<file path="src/rtl/sad_pkg.sv">
// sad_pkg: width helpers shared by the stages of the SAD pipeline.
// Assumes unsigned pixels and that every sum is held at its full width.
package sad_pkg;
    localparam int DEF_PIX_W = 8;
    localparam int DEF_LANES = 4;

    // Partial sum width: pixel width, growth for the lane count, one guard bit.
    function automatic int psum_width(input int pix_w, input int lanes);
        return pix_w + $clog2(lanes) + 1;
    endfunction
endpackage

</file>
<file path="src/rtl/sad_diff_stage.sv">
// sad_diff_stage: stage 1. Registers |ref - cand| for every pixel lane.
// Assumes unsigned pixels packed in lane order. Only the valid flag is reset.
module sad_diff_stage #(
    parameter int PIX_W = 8,
    parameter int NPIX  = 8
) (
    input  logic                  clk,
    input  logic                  rst_n,
    input  logic                  in_valid,
    input  logic [NPIX*PIX_W-1:0] ref_pix,
    input  logic [NPIX*PIX_W-1:0] cand_pix,
    output logic                  out_valid,
    output logic [NPIX*PIX_W-1:0] diff_q
);
    // Valid flag follows the issue and is cleared by reset.
    always_ff @(posedge clk) begin
        if (!rst_n) out_valid <= 1'b0;
        else        out_valid <= in_valid;
    end

    for (genvar g = 0; g < NPIX; g++) begin : g_lane
        logic [PIX_W-1:0] a, b;
        assign a = ref_pix[g*PIX_W +: PIX_W];
        assign b = cand_pix[g*PIX_W +: PIX_W];
        // Magnitude of the lane difference, registered.
        always_ff @(posedge clk) begin
            diff_q[g*PIX_W +: PIX_W] <= (a >= b) ? (a - b) : (b - a);
        end
    end
endmodule

</file>
<file path="src/rtl/sad_partial_stage.sv">
// sad_partial_stage: stage 2. Adds the lane differences of each word pair
// into its own partial sum. Assumes PSUM_W can hold LANES full-scale values.
module sad_partial_stage #(
    parameter int PIX_W  = 8,
    parameter int LANES  = 4,
    parameter int GROUPS = 2,
    parameter int PSUM_W = 11
) (
    input  logic                           clk,
    input  logic                           rst_n,
    input  logic                           in_valid,
    input  logic [GROUPS*LANES*PIX_W-1:0]  diff_in,
    output logic                           out_valid,
    output logic [GROUPS*PSUM_W-1:0]       psum_q
);
    // Valid flag follows stage 1 and is cleared by reset.
    always_ff @(posedge clk) begin
        if (!rst_n) out_valid <= 1'b0;
        else        out_valid <= in_valid;
    end

    for (genvar g = 0; g < GROUPS; g++) begin : g_group
        logic [PSUM_W-1:0] acc;
        // Sum of the four zero-extended differences of this word pair.
        always_comb begin
            acc = '0;
            for (int l = 0; l < LANES; l++) begin
                acc = acc + PSUM_W'(diff_in[(g*LANES + l)*PIX_W +: PIX_W]);
            end
        end
        // Register the partial sum.
        always_ff @(posedge clk) begin
            psum_q[g*PSUM_W +: PSUM_W] <= acc;
        end
    end
endmodule

</file>
<file path="src/rtl/sad_final_stage.sv">
// sad_final_stage: stage 3. Adds the partial sums and zero-extends the
// total to the writeback width. Assumes OUT_W >= SUM_W.
module sad_final_stage #(
    parameter int PSUM_W = 11,
    parameter int GROUPS = 2,
    parameter int SUM_W  = 12,
    parameter int OUT_W  = 32
) (
    input  logic                      clk,
    input  logic                      rst_n,
    input  logic                      in_valid,
    input  logic [GROUPS*PSUM_W-1:0]  psum_in,
    output logic                      out_valid,
    output logic [OUT_W-1:0]          sum_q
);
    logic [SUM_W-1:0] total;

    // Add the partial sums at full width.
    always_comb begin
        total = '0;
        for (int g = 0; g < GROUPS; g++) begin
            total = total + SUM_W'(psum_in[g*PSUM_W +: PSUM_W]);
        end
    end

    // Valid flag follows stage 2 and is cleared by reset.
    always_ff @(posedge clk) begin
        if (!rst_n) out_valid <= 1'b0;
        else        out_valid <= in_valid;
    end

    // Register the zero-extended total.
    always_ff @(posedge clk) begin
        sum_q <= OUT_W'(total);
    end
endmodule

</file>
<file path="src/rtl/sad_pipe.sv">
// sad_pipe: three-stage sum of absolute differences over two word pairs.
// Accepts one operand set per cycle and returns it three cycles later.
// Assumes unsigned pixels, little-endian within each word, no backpressure.
module sad_pipe #(
    parameter int PIX_W = sad_pkg::DEF_PIX_W,
    parameter int LANES = sad_pkg::DEF_LANES,
    parameter int OUT_W = 32
) (
    input  logic                   clk,
    input  logic                   rst_n,
    input  logic                   issue_valid,
    input  logic [PIX_W*LANES-1:0] ref_lo,
    input  logic [PIX_W*LANES-1:0] ref_hi,
    input  logic [PIX_W*LANES-1:0] cand_lo,
    input  logic [PIX_W*LANES-1:0] cand_hi,
    output logic                   wb_valid,
    output logic [OUT_W-1:0]       wb_sad
);
    localparam int GROUPS = 2;
    localparam int WORD_W = PIX_W * LANES;
    localparam int NPIX   = GROUPS * LANES;
    localparam int PSUM_W = sad_pkg::psum_width(PIX_W, LANES);
    localparam int SUM_W  = PSUM_W + $clog2(GROUPS);

    logic [GROUPS*WORD_W-1:0] ref_all, cand_all;
    logic                     v1, v2;
    logic [NPIX*PIX_W-1:0]    diff;
    logic [GROUPS*PSUM_W-1:0] psum;

    assign ref_all  = {ref_hi, ref_lo};
    assign cand_all = {cand_hi, cand_lo};

    sad_diff_stage #(.PIX_W(PIX_W), .NPIX(NPIX)) u_diff (
        .clk(clk), .rst_n(rst_n), .in_valid(issue_valid),
        .ref_pix(ref_all), .cand_pix(cand_all),
        .out_valid(v1), .diff_q(diff)
    );

    sad_partial_stage #(.PIX_W(PIX_W), .LANES(LANES), .GROUPS(GROUPS),
                        .PSUM_W(PSUM_W)) u_part (
        .clk(clk), .rst_n(rst_n), .in_valid(v1), .diff_in(diff),
        .out_valid(v2), .psum_q(psum)
    );

    sad_final_stage #(.PSUM_W(PSUM_W), .GROUPS(GROUPS), .SUM_W(SUM_W),
                      .OUT_W(OUT_W)) u_final (
        .clk(clk), .rst_n(rst_n), .in_valid(v2), .psum_in(psum),
        .out_valid(wb_valid), .sum_q(wb_sad)
    );
endmodule

</file>
<file path="config.mk">
export PLATFORM = sky130hd
export DESIGN_NAME = sad_pipe
export DESIGN_NICKNAME = d
export VERILOG_FILES = /design/src/rtl/sad_pkg.sv /design/src/rtl/sad_diff_stage.sv /design/src/rtl/sad_partial_stage.sv /design/src/rtl/sad_final_stage.sv /design/src/rtl/sad_pipe.sv
export SDC_FILE = /design/constraint.sdc
export NUM_CORES = 1
export LEC_CHECK = 0
export BUFFER_PORTS_ARGS = -buffer_cell sky130_fd_sc_hd__buf_2
export CAP_MARGIN = 20
export CORE_UTILIZATION = 25
export CTS_CLUSTER_DIAMETER = 60
export CTS_CLUSTER_SIZE = 16
export DETAILED_ROUTE_END_ITERATION = 10
export HOLD_SLACK_MARGIN = 0.02
export SLEW_MARGIN = 20
export SYNTH_ARGS = -nofsm -noshare
export SYNTH_HDL_FRONTEND = slang
export SYNTH_SLANG_ARGS = --single-unit
</file>
<file path="constraint.sdc">
create_clock -name clk -period 7 [get_ports clk]
set_clock_uncertainty 0.15 [all_clocks]
set_input_delay 0.7 -clock clk [delete_from_list [all_inputs] [get_ports clk]]
set_output_delay 0.7 -clock clk [all_outputs]
set_load 0.02 [all_outputs]
</file>
==> results.py <==
metrics = {
    "run_status": {
        "status": "complete, no violations",
    },
    "synthesis": {
        "synth_largest_area_cell": "ha_1",
        "async_reset_ff_frac": 0,
        "syn_area_mm2": 0.00927,
        "synth_edf_count": 0,
        "ys_seq_area_frac": 0.212,
        "postSynthAreaPerCell_um2": 8.86,
        "yosysWarningCount": 0,
        "synth_ff_type": "dfxtp_1",
        "ys_ff_latch": 98,
        "synth_most_common_cell": "inv_1",
        "synth_area_leaders": "ha_1, dfxtp_1, inv_1",
        "ys_types": 46,
        "synth_top_area_share": 0.219,
        "syn_inst": 1046,
        "synth_common_cells": "inv_1, ha_1, dfxtp_1",
    },
    "clocking": {
        "cts_setup_buffers": 0,
        "clk_latency_ns": 0.35,
        "cts_buffers": 9,
        "hold_buffers": 0,
        "cts.path.max_buffers": 2,
        "htreeDepth": 3,
        "cts.sinks": 98,
        "post_cts_resized": 0,
        "cts_tree": "yes",
        "root_buffer": "clkbuf_16",
        "clkSlewWorstSetupHoldPaths_ns": 0.07,
    },
    "worst_setup_path": {
        "r2r-end": "u_part.psum_q[9]",
        "path_delay_family": "adder cells",
        "timing.rr.start": "u_diff.diff_q[8]",
        "worst-path-buf-inv": 2,
        "reg2reg_slack_ns": 3.70,
        "critPathSlowestCell": "fa_1",
        "slowest_delay_ns": 0.48,
        "worstSetupStartpointType": "register",
        "path_class": "register to register",
        "crit_top_cell": "o21ai_0",
        "cp_cell_sequence": "ha_1, inv_1, fa_1, nor2b_1, o21a_1, o21ai_0, nand2b_1, a21oi_1, xor2_1, fa_1, inv_1, ha_1, o21ai_0, nor2_1, o21ai_0, nand2b_1",
        "cp.arrival_ns": 3.39,
        "worstPathRequired_ns": 7.09,
        "ff2ff_path_depth": 16,
        "critPathCaptureType": "register",
        "crit_fanout": 3,
    },
    "timing": {
        "tightest_slew_ns": 0.535,
        "drv_slew": 0,
        "setup-violations-final": 0,
        "whs_ns": 0.291,
        "slew_headroom": 0.642,
        "rsz0062_at_grt": "no",
        "finalSetupTns_ns": 0,
        "max_freq_ghz": 0.303,
        "hold_violations": 0,
        "final.period_utilization": 0.471,
        "fin_crit_ns": 3.30,
    },
    "floorplan": {
        "die_y_um": 195,
        "start_util": 0.254,
        "coreArea_mm2": 0.0365,
        "num_io_pins": 164,
        "die_x_um": 195,
        "rows": 70,
        "fp.dieArea_mm2": 0.0378,
    },
    "global_route": {
        "grt_pass1_vias": 7140,
        "grt_pass1_wl_mm": 32.9,
        "grt_usage": 0.105,
        "grt_max_degree": 19,
        "grt.overflow.total": 0,
        "antenna_found_initial": 4,
    },
    "power": {
        "peakVddDrop_mv": 0.236,
        "p_leak_uw": 0.00586,
        "p_per_area_mw_per_mm2": 358,
    },
    "placement": {
        "hpwl_mm": 17.4,
        "place_congestion": 0.801,
        "port_buffers": 142,
        "numPlacedInstances": 1637,
    },
    "job": {
        "drv_cap": 0,
    },
    "drt": {
        "drc_errors": 0,
        "ant_nets": 0,
        "routed_wirelength_mm": 19.8,
        "drtIter0Drc": 188,
        "drt_first_pass_iters": 4,
        "wl_per_cell_um": 12.0,
        "via_per_inst": 4.28,
        "vias": 7078,
    },
    "final_layout": {
        "area_growth_pct": 15.3,
        "fillers": 3893,
        "fin_cells": 1654,
        "drive_gt1_frac": 0.143,
        "nNetsFinal": 1510,
    },
    "worst_hold_path": {
        "min_from": "u_part.out_valid",
        "hold_class": "register to register",
        "min_delay_path_depth": 1,
        "hold_end": "u_final.out_valid",
    },
}
## how the worst max path moves through the flow
stage	from	endpoint	slack, ns	depth (start not counted)
after floorplan	u_diff.diff_q[0]	u_part.psum_q[9]	3.89	13
after global placement	u_diff.diff_q[0]	u_part.psum_q[7]	3.78	12
after detailed placement	u_diff.diff_q[8]	u_part.psum_q[9]	3.71	16
after CTS	u_diff.diff_q[8]	u_part.psum_q[9]	3.69	16
after global routing	u_diff.diff_q[8]	u_part.psum_q[9]	3.44	16
final	u_diff.diff_q[8]	u_part.psum_q[9]	3.70	16
## layer usage
layer	global-route usage	wire length [um]	vias to the layer above
li1	-	-	3659
met1	0.135	9490	3281
met2	0.180	9240	113
met3	0.0243	872	23
met4	0.0215	227	2
met5	0	13	-
## cells by family after synthesis
group / after synthesis / share of synthesized area
buf+inv: 251 / 0.113
compound gates: 237 / 0.166
fa+ha+maj: 199 / 0.299
simple gates: 126 / 0.0762
flops: 98 / 0.212
xor+xnor: 78 / 0.0737
mux: 56 / 0.0605
other cells: 1 / 0.000405
## flip-flops by register name (all words and copies together), names as in the netlist
signal and cells:
u_diff.diff_q 64, u_part.psum_q 20, u_final.sum_q 11, u_diff.out_valid 1, u_final.out_valid 1, u_part.out_valid 1
## where the power goes
part / internal, uW / leakage, uW / total, uW / switching (uW)
Clock: 258 / 0.000146 / 488 / 229
Sequential: 796 / 0.000826 / 864 / 68.1
Combinational: 1100 / 0.00489 / 2470 / 1370
## cell usage in the layout, fill, tap and decap left out, types with 23 or more instances in the layout
cell and n:
inv_1 212, ha_1 162, buf_2 142, dfxtp_1 98, a21oi_1 76, mux2i_1 56
o21ai_0 50, xor2_1 49, a21o_1 42, fa_1 37, xnor2_1 29, nand2_1 26
nor2b_1 25, nand2b_1 23
## final cells by class
| type | instances | area, um^2 | area share |
|---|---|---|---|
| tap | 468 | 586 | 0.0548 |
| clock buffer | 10 | 239 | 0.0224 |
| multi-input combinational | 717 | 6330 | 0.593 |
| clock inverter | 6 | 55.1 | 0.00515 |
| inverter | 212 | 796 | 0.0745 |
| timing repair buffer | 142 | 711 | 0.0665 |
| sequential | 98 | 1960 | 0.184 |
| antenna | 1 | 2.50 | 0.000234 |
## stage by stage
step,util,instance area [um^2],power (uW),setup slack (ns)
finish,0.293,10700,3830,3.70
global route,0.292,10700,4260,3.44
CTS,0.292,10700,3910,3.69
detailed placement,0.284,10400,3390,3.71
global placement,0.284,10400,3330,3.78
floorplan,-,9340,2780,3.89
Note: power is estimated with default switching activity, not from simulation.
